**src/rtl/mreg_pkg.sv**
```systemverilog
// Package: register select codes, field positions and mirror mapping
// functions shared by the mirrored register group.
// Assumes 32-bit registers; the field positions are fixed because the
// mirroring between registers depends on them.
package mreg_pkg;

    localparam int unsigned DW = 32;

    typedef enum logic [1:0] {
        SEL_MODE  = 2'd0,
        SEL_VAHI  = 2'd1,
        SEL_CTXST = 2'd2,
        SEL_TSEL  = 2'd3
    } reg_sel_e;

    // Mode register field positions
    localparam int MD_CU_HI  = 31;
    localparam int MD_CU_LO  = 28;
    localparam int MD_DSP    = 24;
    localparam int MD_PRV_HI = 4;
    localparam int MD_PRV_LO = 3;

    // Context-status register field positions
    localparam int CX_CU_HI  = 31;
    localparam int CX_CU_LO  = 28;
    localparam int CX_DSP    = 27;
    localparam int CX_PRV_HI = 12;
    localparam int CX_PRV_LO = 11;
    localparam int ASID_W    = 8;

    localparam logic [DW-1:0] MODE_SHARED = 32'hF100_0018;
    localparam logic [DW-1:0] CTX_SHARED  = 32'hF800_1800;
    localparam logic [DW-1:0] ASID_MASK   = 32'h0000_00FF;

    // Place mode-register shared fields at their context-status positions.
    function automatic logic [DW-1:0] ctx_from_mode(input logic [DW-1:0] m);
        logic [DW-1:0] r;
        r = '0;
        r[CX_CU_HI:CX_CU_LO]   = m[MD_CU_HI:MD_CU_LO];
        r[CX_DSP]              = m[MD_DSP];
        r[CX_PRV_HI:CX_PRV_LO] = m[MD_PRV_HI:MD_PRV_LO];
        return r;
    endfunction

    // Place context-status shared fields at their mode-register positions.
    function automatic logic [DW-1:0] mode_from_ctx(input logic [DW-1:0] c);
        logic [DW-1:0] r;
        r = '0;
        r[MD_CU_HI:MD_CU_LO]   = c[CX_CU_HI:CX_CU_LO];
        r[MD_DSP]              = c[CX_DSP];
        r[MD_PRV_HI:MD_PRV_LO] = c[CX_PRV_HI:CX_PRV_LO];
        return r;
    endfunction

endpackage

```
**src/rtl/mreg_ctx_sel.sv**
```systemverilog
// Module: resolves which context an access addresses.
// Local accesses use the current context, remote ones use the target-select
// field. Flags whether the resulting index is below the context count.
// Assumes TSEL_W bits are enough to hold any index the software may write.
module mreg_ctx_sel #(
    parameter int N_CTX  = 4,
    parameter int TSEL_W = 8,
    parameter int IDX_W  = 2
) (
    input  logic              remote,
    input  logic [IDX_W-1:0]  cur_ctx,
    input  logic [TSEL_W-1:0] tsel,
    output logic [IDX_W-1:0]  idx,
    output logic              ok
);
    localparam logic [31:0] N_LIM = N_CTX;

    // Pick the index source and range-check it.
    always_comb begin
        if (remote) begin
            idx = IDX_W'(tsel);
            ok  = (32'(tsel) < N_LIM);
        end else begin
            idx = cur_ctx;
            ok  = (32'(cur_ctx) < N_LIM);
        end
    end

    // An accepted index never exceeds the context array
    always_comb begin
        if (ok) begin
            assert_idx_range_R10: assert (32'(idx) < N_LIM);
        end
    end

endmodule

```
**src/rtl/mreg_masked_reg.sv**
```systemverilog
// Module: register with a per-bit write mask.
// On a write, only the bits set in the mask take the new value and the
// remaining bits hold. Reset clears the whole register.
module mreg_masked_reg #(
    parameter int W = 32
) (
    input  logic         clk,
    input  logic         rst_n,
    input  logic         we,
    input  logic [W-1:0] wmask,
    input  logic [W-1:0] wval,
    output logic [W-1:0] q
);
    // Masked update with synchronous clear
    always_ff @(posedge clk) begin
        if (!rst_n) begin
            q <= '0;
        end else if (we) begin
            q <= (q & ~wmask) | (wval & wmask);
        end
    end

    // Bits outside the mask hold across a write
    assert_mask_keep_R3: assert property (@(posedge clk) disable iff (!rst_n)
        we |=> ((q & ~$past(wmask)) == ($past(q) & ~$past(wmask))));

endmodule

```
**src/rtl/mreg_ctx_file.sv**
```systemverilog
// Module: array of per-context status registers.
// One masked write port (entry index, mask, value) and one combinational
// read port. An index outside the array writes nothing and reads zero.
module mreg_ctx_file #(
    parameter int N_CTX = 4,
    parameter int IDX_W = 2,
    parameter int W     = 32
) (
    input  logic             clk,
    input  logic             rst_n,
    input  logic             we,
    input  logic [IDX_W-1:0] widx,
    input  logic [W-1:0]     wmask,
    input  logic [W-1:0]     wval,
    input  logic [IDX_W-1:0] ridx,
    output logic [W-1:0]     rval
);
    logic [N_CTX-1:0] ent_we;
    logic [W-1:0]     ent_q [N_CTX];

    for (genvar i = 0; i < N_CTX; i++) begin : g_ent
        // Entry write decode
        assign ent_we[i] = we && (widx == IDX_W'(i));

        mreg_masked_reg #(.W(W)) u_ent (
            .clk   (clk),
            .rst_n (rst_n),
            .we    (ent_we[i]),
            .wmask (wmask),
            .wval  (wval),
            .q     (ent_q[i])
        );
    end

    // Read mux over all entries; no match yields zero
    always_comb begin
        rval = '0;
        for (int i = 0; i < N_CTX; i++) begin
            if (ridx == IDX_W'(i)) rval = ent_q[i];
        end
    end

    // At most one context entry changes per write
    assert_one_entry_R11: assert property (@(posedge clk) disable iff (!rst_n)
        $onehot0(ent_we));

endmodule

```
**src/rtl/mreg_mirror_top.sv**
```systemverilog
// Module: mirrored control register group.
// Holds the shared mode register, the address-high register, the target-
// select register and the context-status array. It keeps the shared fields
// coherent: every mirror update lands on the same edge as the write.
// Assumes a single write per cycle and a combinational read port.
module mreg_mirror_top
    import mreg_pkg::*;
#(
    parameter int N_CTX  = 4,
    parameter int TSEL_W = 8,
    localparam int IDX_W = (N_CTX > 1) ? $clog2(N_CTX) : 1
) (
    input  logic             clk,
    input  logic             rst_n,
    input  logic             mt_en,
    input  logic [IDX_W-1:0] cur_ctx,
    input  logic             wr_en,
    input  logic [1:0]       wr_sel,
    input  logic             wr_remote,
    input  logic [DW-1:0]    wr_data,
    input  logic [1:0]       rd_sel,
    input  logic             rd_remote,
    output logic [DW-1:0]    rd_data
);
    reg_sel_e          wsel, rsel;
    logic [IDX_W-1:0]  wr_idx, rd_idx;
    logic              wr_ok, rd_ok;
    logic [DW-1:0]     mode_q, ahi_q, ctx_rval;
    logic [TSEL_W-1:0] tsel_q;

    logic              mode_go, ahi_go, ctx_go, tsel_go, wr_drop, rd_bad;
    logic [DW-1:0]     mode_wval;
    logic              mode_we, ahi_we, c_we;
    logic [DW-1:0]     mode_mask, mode_val, ahi_mask, c_mask, c_val;

    assign wsel = reg_sel_e'(wr_sel);
    assign rsel = reg_sel_e'(rd_sel);

    mreg_ctx_sel #(.N_CTX(N_CTX), .TSEL_W(TSEL_W), .IDX_W(IDX_W)) u_wsel (
        .remote  (wr_remote),
        .cur_ctx (cur_ctx),
        .tsel    (tsel_q),
        .idx     (wr_idx),
        .ok      (wr_ok)
    );

    mreg_ctx_sel #(.N_CTX(N_CTX), .TSEL_W(TSEL_W), .IDX_W(IDX_W)) u_rsel (
        .remote  (rd_remote),
        .cur_ctx (cur_ctx),
        .tsel    (tsel_q),
        .idx     (rd_idx),
        .ok      (rd_ok)
    );

    // Classify the write and decide whether it is accepted
    always_comb begin
        mode_go = wr_en && wr_ok && (wsel == SEL_MODE);
        ahi_go  = wr_en && wr_ok && (wsel == SEL_VAHI);
        ctx_go  = wr_en && wr_ok && (wsel == SEL_CTXST);
        tsel_go = wr_en && (wsel == SEL_TSEL);
        wr_drop = wr_en && !wr_ok && (wsel != SEL_TSEL);
        rd_bad  = !rd_ok && (rsel != SEL_TSEL);
        mode_wval = wr_remote ? (wr_data & ~MODE_SHARED) : wr_data;
    end

    // Mode register update: direct write or mirror from a context write
    always_comb begin
        mode_we   = mode_go || ctx_go;
        mode_mask = mode_go ? '1 : MODE_SHARED;
        mode_val  = mode_go ? mode_wval : mode_from_ctx(wr_data);
    end

    // Address-high update: full write, or ASID byte from a context write
    always_comb begin
        ahi_we   = ahi_go || ctx_go;
        ahi_mask = ahi_go ? '1 : ASID_MASK;
    end

    // Context entry update: direct write or mirror from mode/address-high
    always_comb begin
        c_we   = ctx_go || (mt_en && (mode_go || ahi_go));
        c_mask = '1;
        c_val  = wr_data;
        if (!ctx_go && mode_go) begin
            c_mask = CTX_SHARED | ASID_MASK;
            c_val  = ctx_from_mode(mode_wval) | {{(DW-ASID_W){1'b0}}, ahi_q[ASID_W-1:0]};
        end else if (!ctx_go && ahi_go) begin
            c_mask = ASID_MASK;
            c_val  = wr_data;
        end
    end

    mreg_masked_reg #(.W(DW)) u_mode (
        .clk   (clk),
        .rst_n (rst_n),
        .we    (mode_we),
        .wmask (mode_mask),
        .wval  (mode_val),
        .q     (mode_q)
    );

    mreg_masked_reg #(.W(DW)) u_ahi (
        .clk   (clk),
        .rst_n (rst_n),
        .we    (ahi_we),
        .wmask (ahi_mask),
        .wval  (wr_data),
        .q     (ahi_q)
    );

    mreg_masked_reg #(.W(TSEL_W)) u_tsel (
        .clk   (clk),
        .rst_n (rst_n),
        .we    (tsel_go),
        .wmask ({TSEL_W{1'b1}}),
        .wval  (wr_data[TSEL_W-1:0]),
        .q     (tsel_q)
    );

    mreg_ctx_file #(.N_CTX(N_CTX), .IDX_W(IDX_W), .W(DW)) u_ctx (
        .clk   (clk),
        .rst_n (rst_n),
        .we    (c_we),
        .widx  (wr_idx),
        .wmask (c_mask),
        .wval  (c_val),
        .ridx  (rd_idx),
        .rval  (ctx_rval)
    );

    // Read mux; a dropped remote read returns zero
    always_comb begin
        unique case (rsel)
            SEL_MODE:  rd_data = mode_q;
            SEL_VAHI:  rd_data = ahi_q;
            SEL_CTXST: rd_data = ctx_rval;
            default:   rd_data = {{(DW-TSEL_W){1'b0}}, tsel_q};
        endcase
        if (rd_bad) rd_data = '0;
    end

    // Context write lands in the mode register's shared fields
    assert_ctx_to_mode_R4: assert property (@(posedge clk) disable iff (!rst_n)
        ctx_go |=> (mode_q[MD_CU_HI:MD_CU_LO] == $past(wr_data[CX_CU_HI:CX_CU_LO])
                    && mode_q[MD_DSP] == $past(wr_data[CX_DSP])
                    && mode_q[MD_PRV_HI:MD_PRV_LO] == $past(wr_data[CX_PRV_HI:CX_PRV_LO])));

    // Context write lands in the address-high ASID byte only
    assert_ctx_to_ahi_R5: assert property (@(posedge clk) disable iff (!rst_n)
        ctx_go |=> (ahi_q[7:0] == $past(wr_data[7:0])
                    && ahi_q[DW-1:8] == $past(ahi_q[DW-1:8])));

    // Remote mode write leaves the shared fields cleared
    assert_remote_clear_R9: assert property (@(posedge clk) disable iff (!rst_n)
        (mode_go && wr_remote) |=> ((mode_q & MODE_SHARED) == '0));

    // Dropped write changes no core-wide register
    assert_drop_R10: assert property (@(posedge clk) disable iff (!rst_n)
        wr_drop |=> (mode_q == $past(mode_q) && ahi_q == $past(ahi_q)
                     && tsel_q == $past(tsel_q)));

endmodule

```
**config.mk**
```make
export PLATFORM = sky130hd
export DESIGN_NAME = mreg_mirror_top
export DESIGN_NICKNAME = d
export VERILOG_FILES = /design/src/rtl/mreg_pkg.sv /design/src/rtl/mreg_ctx_sel.sv /design/src/rtl/mreg_masked_reg.sv /design/src/rtl/mreg_ctx_file.sv /design/src/rtl/mreg_mirror_top.sv
export SDC_FILE = /design/constraint.sdc
export NUM_CORES = 1
export LEC_CHECK = 0
export CORE_UTILIZATION = 59
export DETAILED_ROUTE_END_ITERATION = 16
export HOLD_SLACK_MARGIN = 0.06
export PLACE_DENSITY = 0.8
export SLEW_MARGIN = 20
export SYNTH_ARGS = -nofsm -noshare
export SYNTH_HDL_FRONTEND = slang
export SYNTH_SLANG_ARGS = --single-unit
```
**constraint.sdc**
```tcl
create_clock -name clk -period 3.5 [get_ports clk]
set_input_delay 0.875 -clock clk [delete_from_list [all_inputs] [get_ports clk]]
set_output_delay 0.875 -clock clk [all_outputs]
set_load 0.02 [all_outputs]
```
==> reports/results.txt, run 1 <==
Vias in the first global route - 8724
Reg-to-Reg Start - u_tsel.q[7]$_SDFFE_PN0P_
Power after layout - 5.08 mW
Share of cells above drive strength 1 - 15.1%
CP max-delay cell - clkdlybuf4s50_1
GRT Util Overall - 34.1%
CP peak stage delay - 0.46 ns
Clock slew at reported path FFs - 0.08 ns
Crit path depth - 7
GRT overflow - 0
Yosys cell types - 48
Synthesized area - 9910 sq um
Largest cells by area after synthesis - dfxtp_1 (40%), mux2i_1 (16%), a21oi_1 (6.1%)
Clock share of power - 38.7%
M1 WL - 12500 microns
Synth Register Bits - 200
Highest metal used - met4
Top-area cell type share of the netlist area - 40.4%
WL met2 - 14300 microns
WL/cell - 20.6 microns
Inserted Diodes - 0
CTS Hold Bufs - 0
Fin. Hold Viols - 0
Tmin final - 3.50 ns
Largest net degree at the start of global routing - 90
Cell Count, Final, Fillers Out - 1435
Initial antenna violation count - 0
Top delay family on crit path - buffers and inverters
Post-synthesis sequential area ratio - 40.4%
DRT iter0 DRCs - 1141
P_leak - 4.46 nW
Cell count after synthesis - 1146
Worst-path cell chain - clkdlybuf4s50_1 > mux2i_1 > buf_4 > buf_4 > mux2_2 > o211ai_1 > buf_4
CTS buffer count - 17
# rows - 47
Root Driver - clkbuf_16
Synth cell count leaders - dfxtp_1 (200), mux2i_1 (158), a21oi_1 (121), nand2_1 (120), o21ai_0 (98)
Pre-antenna DRT Iters - 7
Peak VDD IR - 0.380 mV
Clk_lat worst skew - 0.45 ns
Worst Path Buf+Inv - 4
Kind of critical path - primary input to output port
Largest fanout on the critical path - 6
Endpoints failing setup - 0
Final ANT Viol Nets - 0
Worst-margin pin slew - 1.06 ns
Post-DP HPWL - 19200 microns
Prevailing post-synth register cell - dfxtp_1
Reg2Reg Depth - 7
H-Tree Depth - 4
CTS sink count - 200
Unrepaired setup endpoints after global routing - true
Crit. End Element - output port
DR DRC count - 0
RePlAce Congestion - 0.852
Post-Route WL - 29600 microns
Post-synth ARST share - 0%
Die area - 17300 sq um
First-pass GRT wire length - 47000 microns
Max cap viols - 0
Yosys top cell by area - dfxtp_1
Flop pwr share - 46.7%
Int Power - 3.60 mW
Synthesized net count - 1190
Most frequent cell after synthesis - dfxtp_1
Sw Share - 29.3%
Setup skew after layout - 0.0132 ns
Post-synth EDFFs - 0
Highest clock rate - 286 MHz
Hold Path Stages - 2
Net Switching - 1.49 mW
Crit path DAT - 2.62 ns
Reg2reg setup slack - 0.45 ns
Synth warnings - 0
CP Launch Type - primary input
Vias - 9291
Pwr per Cell Area - 436 nW/um^2
Slew margin rel. - 29.3%
I/O pins - 76
Combinational group share of total power - 14.7%
CTS tree - yes
Bufs on Longest Clock Path - 2
Critical Path Start - cur_ctx[0]
Critical path required time - 2.62 ns
CP dominant cell by count - buf_4
Placed Cells - 1399
Final Cycle Share - 100%
Die width - 132 microns
Height of the chip - 132 microns
Core footprint - 16500 sq um
HP Class - flip-flop to flip-flop
Status - complete, no violations
Mean Syn Cell Area - 8.64 sq um
Max-slew violation count - 0
Initial Util - 60.2%
Final #Nets - 1246
Vias per inst - 6.47
Routed met3 length - 2170 microns
Port Buffers - 75
Area grow syn2layout - 17.8%
final cells by class:
type / instances / area (sq um)
multi-input combinational: 802 / 5350
fill: 1236 / 4800
sequential: 200 / 4000
timing repair buffer: 149 / 1320
clock buffer: 18 / 439
tap: 220 / 275
clock inverter: 14 / 156
inverter: 32 / 121
power by group through the flow:
stage / combinational, mW / clock [mW] / sequential (mW)
floorplan: 0.439 / 0 / 2.41
global placement: 0.706 / 0 / 2.42
detailed placement: 0.719 / 0 / 2.42
CTS: 0.725 / 1.96 / 2.37
global route: 0.790 / 2.06 / 2.38
finish: 0.745 / 1.97 / 2.37
logic make-up (layout without fill, tap and decap cells):
group	Yosys count	in the layout	share of synthesized area (%)
compound gates	364	364	23.3
xor+xnor	1	1	0.0884
buf+inv	144	213	6.81
flops	200	200	40.4
mux	166	166	16.9
simple gates	271	271	12.5
per-stage QoR:
stage	TNS, ns	setup WS, ns	util [%]	hold WS (ns)	area, sq um
detailed placement	-21.83	-0.740	67.2	0.446	11100
global placement	-20.94	-0.729	67.2	0.442	11100
CTS	-0.0508	-0.0258	70.7	0.462	11600
global route	-0.0601	-0.0531	70.9	0.473	11700
finish	0	0.00159	70.9	0.461	11700
floorplan	0	0.323	-	0.434	9910
metal layers:
layer / vias up / GRT usage (%)
met5: - / 0
met4: 0 / 12.8
met3: 60 / 5.09
met2: 488 / 54.9
met1: 4473 / 46.0
li1: 4270 / -
tightest hold or removal path, delay by kind of cell (launching register included):
family,cells,cell delay [ns]
DFF,1,0.32
muxes,1,0.05
and+or+nand+nor,1,0.05
worst max path at each step:
stage,end,slack [ns]
6_report,rd_data[4],0.002
5_1_grt,rd_data[21],-0.05
4_1_cts,rd_data[23],-0.03
3_5_place_dp,rd_data[8],-0.74
3_3_place_gp,rd_data[12],-0.73
2_1_floorplan,rd_data[10],0.32
placed cells by master, fill, tap and decap left out, types with 4 or more instances in the layout:
master	instances
and2_1	6
buf_12	9
o211ai_1	16
inv_8	4
nor2b_1	9
a311oi_1	35
and3_1	4
a211oi_1	12
o211a_1	21
buf_2	25
mux2i_1	154
clkdlybuf4s15_2	8
o41a_1	4
nor2_1	30
a31oi_1	12
clkbuf_16	17
clkdlybuf4s50_1	38
nand3_1	76
dfxtp_1	200
o21ai_1	4
a211oi_4	4
o22ai_1	17
inv_1	31
o22ai_2	4
nand2_1	119
buf_4	66
a21oi_1	121
o21ai_0	97
mux2_2	8
nand3b_1	4
repair_timing:
action                                  4_1_cts  5_1_grt
gates cloned                                  1        0
setup buffers                                 3        0
gates resized for setup                     126       16
hold endpoints to repair                      0        0
pin swaps                                     1        0
endpoints found under the setup margin       32       23
Power figures use the tool's default switching activity.
==> inputs of run 2 (changes only) <==
- GPL_TIMING_DRIVEN: unset -> 0
- SKIP_CTS_REPAIR_TIMING: unset -> 1
==> run 2 against run 1 <==
  * The flow now finishes with violations (negative setup slack)
  * Maximum frequency down 0.35%
  * Register-to-register slack better by 0.47 ns
  * Combinational power up 3.4%
  * Critical path depth up 1
  * Final cell count up 2.7%
  * Die area unchanged
  * Clock-buffer cell count up 2
  * Design area up 1.2%
  * Via count up 5.4%
  * Sequential share of layout area down 0.40 points
  * Critical endpoint is now rd_data[12]
==> reports/results.txt, run 2 (synthesized netlist as in run 1, its figures left out) <==
Area grow syn2layout - 19.2%
Worst-margin pin slew - 0.824 ns
Worst-path cell chain - clkbuf_2 > mux2i_1 > buf_6 > buf_12 > mux2i_1 > o22ai_4 > o211a_1 > clkbuf_2
GRT Util Overall - 37.1%
Critical path required time - 2.62 ns
Final Cycle Share - 100%
Die area - 17300 sq um
Highest clock rate - 285 MHz
GRT overflow - 0
Port Buffers - 72
Crit path DAT - 2.64 ns
Most frequent cells in the layout - dfxtp_1 (200), mux2i_1 (152), a21oi_1 (121)
Kind of critical path - primary input to output port
CTS tree - yes
CP peak stage delay - 0.37 ns
Tmin final - 3.51 ns
Initial Util - 60.2%
Post-Route WL - 33300 microns
Setup slack at placement - -1.61 ns
Crit. End Element - output port
Core footprint - 16500 sq um
Fin. Hold Viols - 0
DP Area - 10900 sq um
Root Driver - clkbuf_16
Vias - 9791
CP max-delay cell - mux2i_1
Fin Setup TNS - -0.0107 ns
RePlAce Congestion - 0.967
Height of the chip - 132 microns
Inserted Diodes - 0
Vias per inst - 6.64
Largest net degree at the start of global routing - 19
Die width - 132 microns
Clk_lat worst skew - 0.45 ns
Largest fanout on the critical path - 10
Post-layout instance area - 11800 sq um
Post-DP HPWL - 22900 microns
Failing checks - negative setup slack
Bufs on Longest Clock Path - 2
Final #Nets - 1285
Pwr per Cell Area - 442 nW/um^2
Max cap viols - 0
Share of cells above drive strength 1 - 12.8%
# rows - 47
Most common cell after layout, fill and taps aside - dfxtp_1
Setup skew after layout - 0.00992 ns
First-pass GRT wire length - 49600 microns
Max-slew violation count - 0
Status - complete, but fails checks
CP Launch Type - primary input
Pre-antenna DRT Iters - 7
Endpoints failing setup - 1
WL/cell - 22.6 microns
Final worst slack - -0.0107 ns
CTS sink count - 200
HP Class - flip-flop to flip-flop
Initial antenna violation count - 0
DR DRC count - 0
Final Core Density - 71.7%
Peak VDD IR - 0.353 mV
P_leak - 4.67 nW
H-Tree Depth - 4
Final ANT Viol Nets - 0
Clock slew at reported path FFs - 0.08 ns
I/O pins - 76
CTS buffer count - 17
Vias in the first global route - 9009
Reg2reg setup slack - 0.92 ns
DRT iter0 DRCs - 1473
Slew margin rel. - 45.1%
Final-layout fill cell count - 1265
## run 2: cell types whose count changed in the layout (fill, tap and decap cells not counted), moves of 7 or more
cell	previous run	this run
buf_4	66	9
clkdlybuf4s15_2	8	0
clkbuf_1	0	54
clkbuf_2	0	25
dlymetal6s2s_1	0	18
buf_6	1	12
o22ai_1	17	10
## run 2: power by group
part           total [mW]  switching [mW]  internal, mW
Sequential           2.38          0.0415          2.34
Combinational       0.770           0.499         0.271
Clock                2.08           0.958          1.12
Total                5.22            1.50          3.72
## run 2: final timing paths
kind                            depth (start not counted)                startpoint          end
worst max-delay path                                    8                 rd_remote  rd_data[12]
worst min-delay path                                    2                 flip-flop    flip-flop
worst max register to register                          8  u_tsel.q[7]$_SDFFE_PN0P_    flip-flop
worst min register to register                          2                 flip-flop    flip-flop
## run 2: critical path: cells and delay by family
kind                   cells  cell delay (ns)
buffers and inverters      4             0.73
muxes                      2             0.62
AOI/OAI and AO/OA          2             0.39
## run 2: layout make-up
class                      count  area (sq um)  share of cell area, %
inverter                      32           120                   1.02
timing repair buffer          77           726                   6.15
buffer                       111           681                   5.76
tap                          220           275                   2.33
clock buffer                  20           457                   3.87
clock inverter                12           151                   1.28
multi-input combinational    802          5400                   45.7
sequential                   200          4000                   33.9
## run 2: metal layers
metal  part of all wire (%)  track usage [%]
met3                     11             8.14
met5                      0                0
met1                     38             47.6
met4                    5.3             20.0
met2                     46             57.9
## run 2: through the flow
step,hold slack (ns),power (mW),cells
global route,0.470,5.35,1474
CTS,0.458,5.14,1471
detailed placement,0.446,3.12,1439
finish,0.458,5.22,1474
floorplan,0.434,2.85,1146
global placement,0.441,3.11,1438
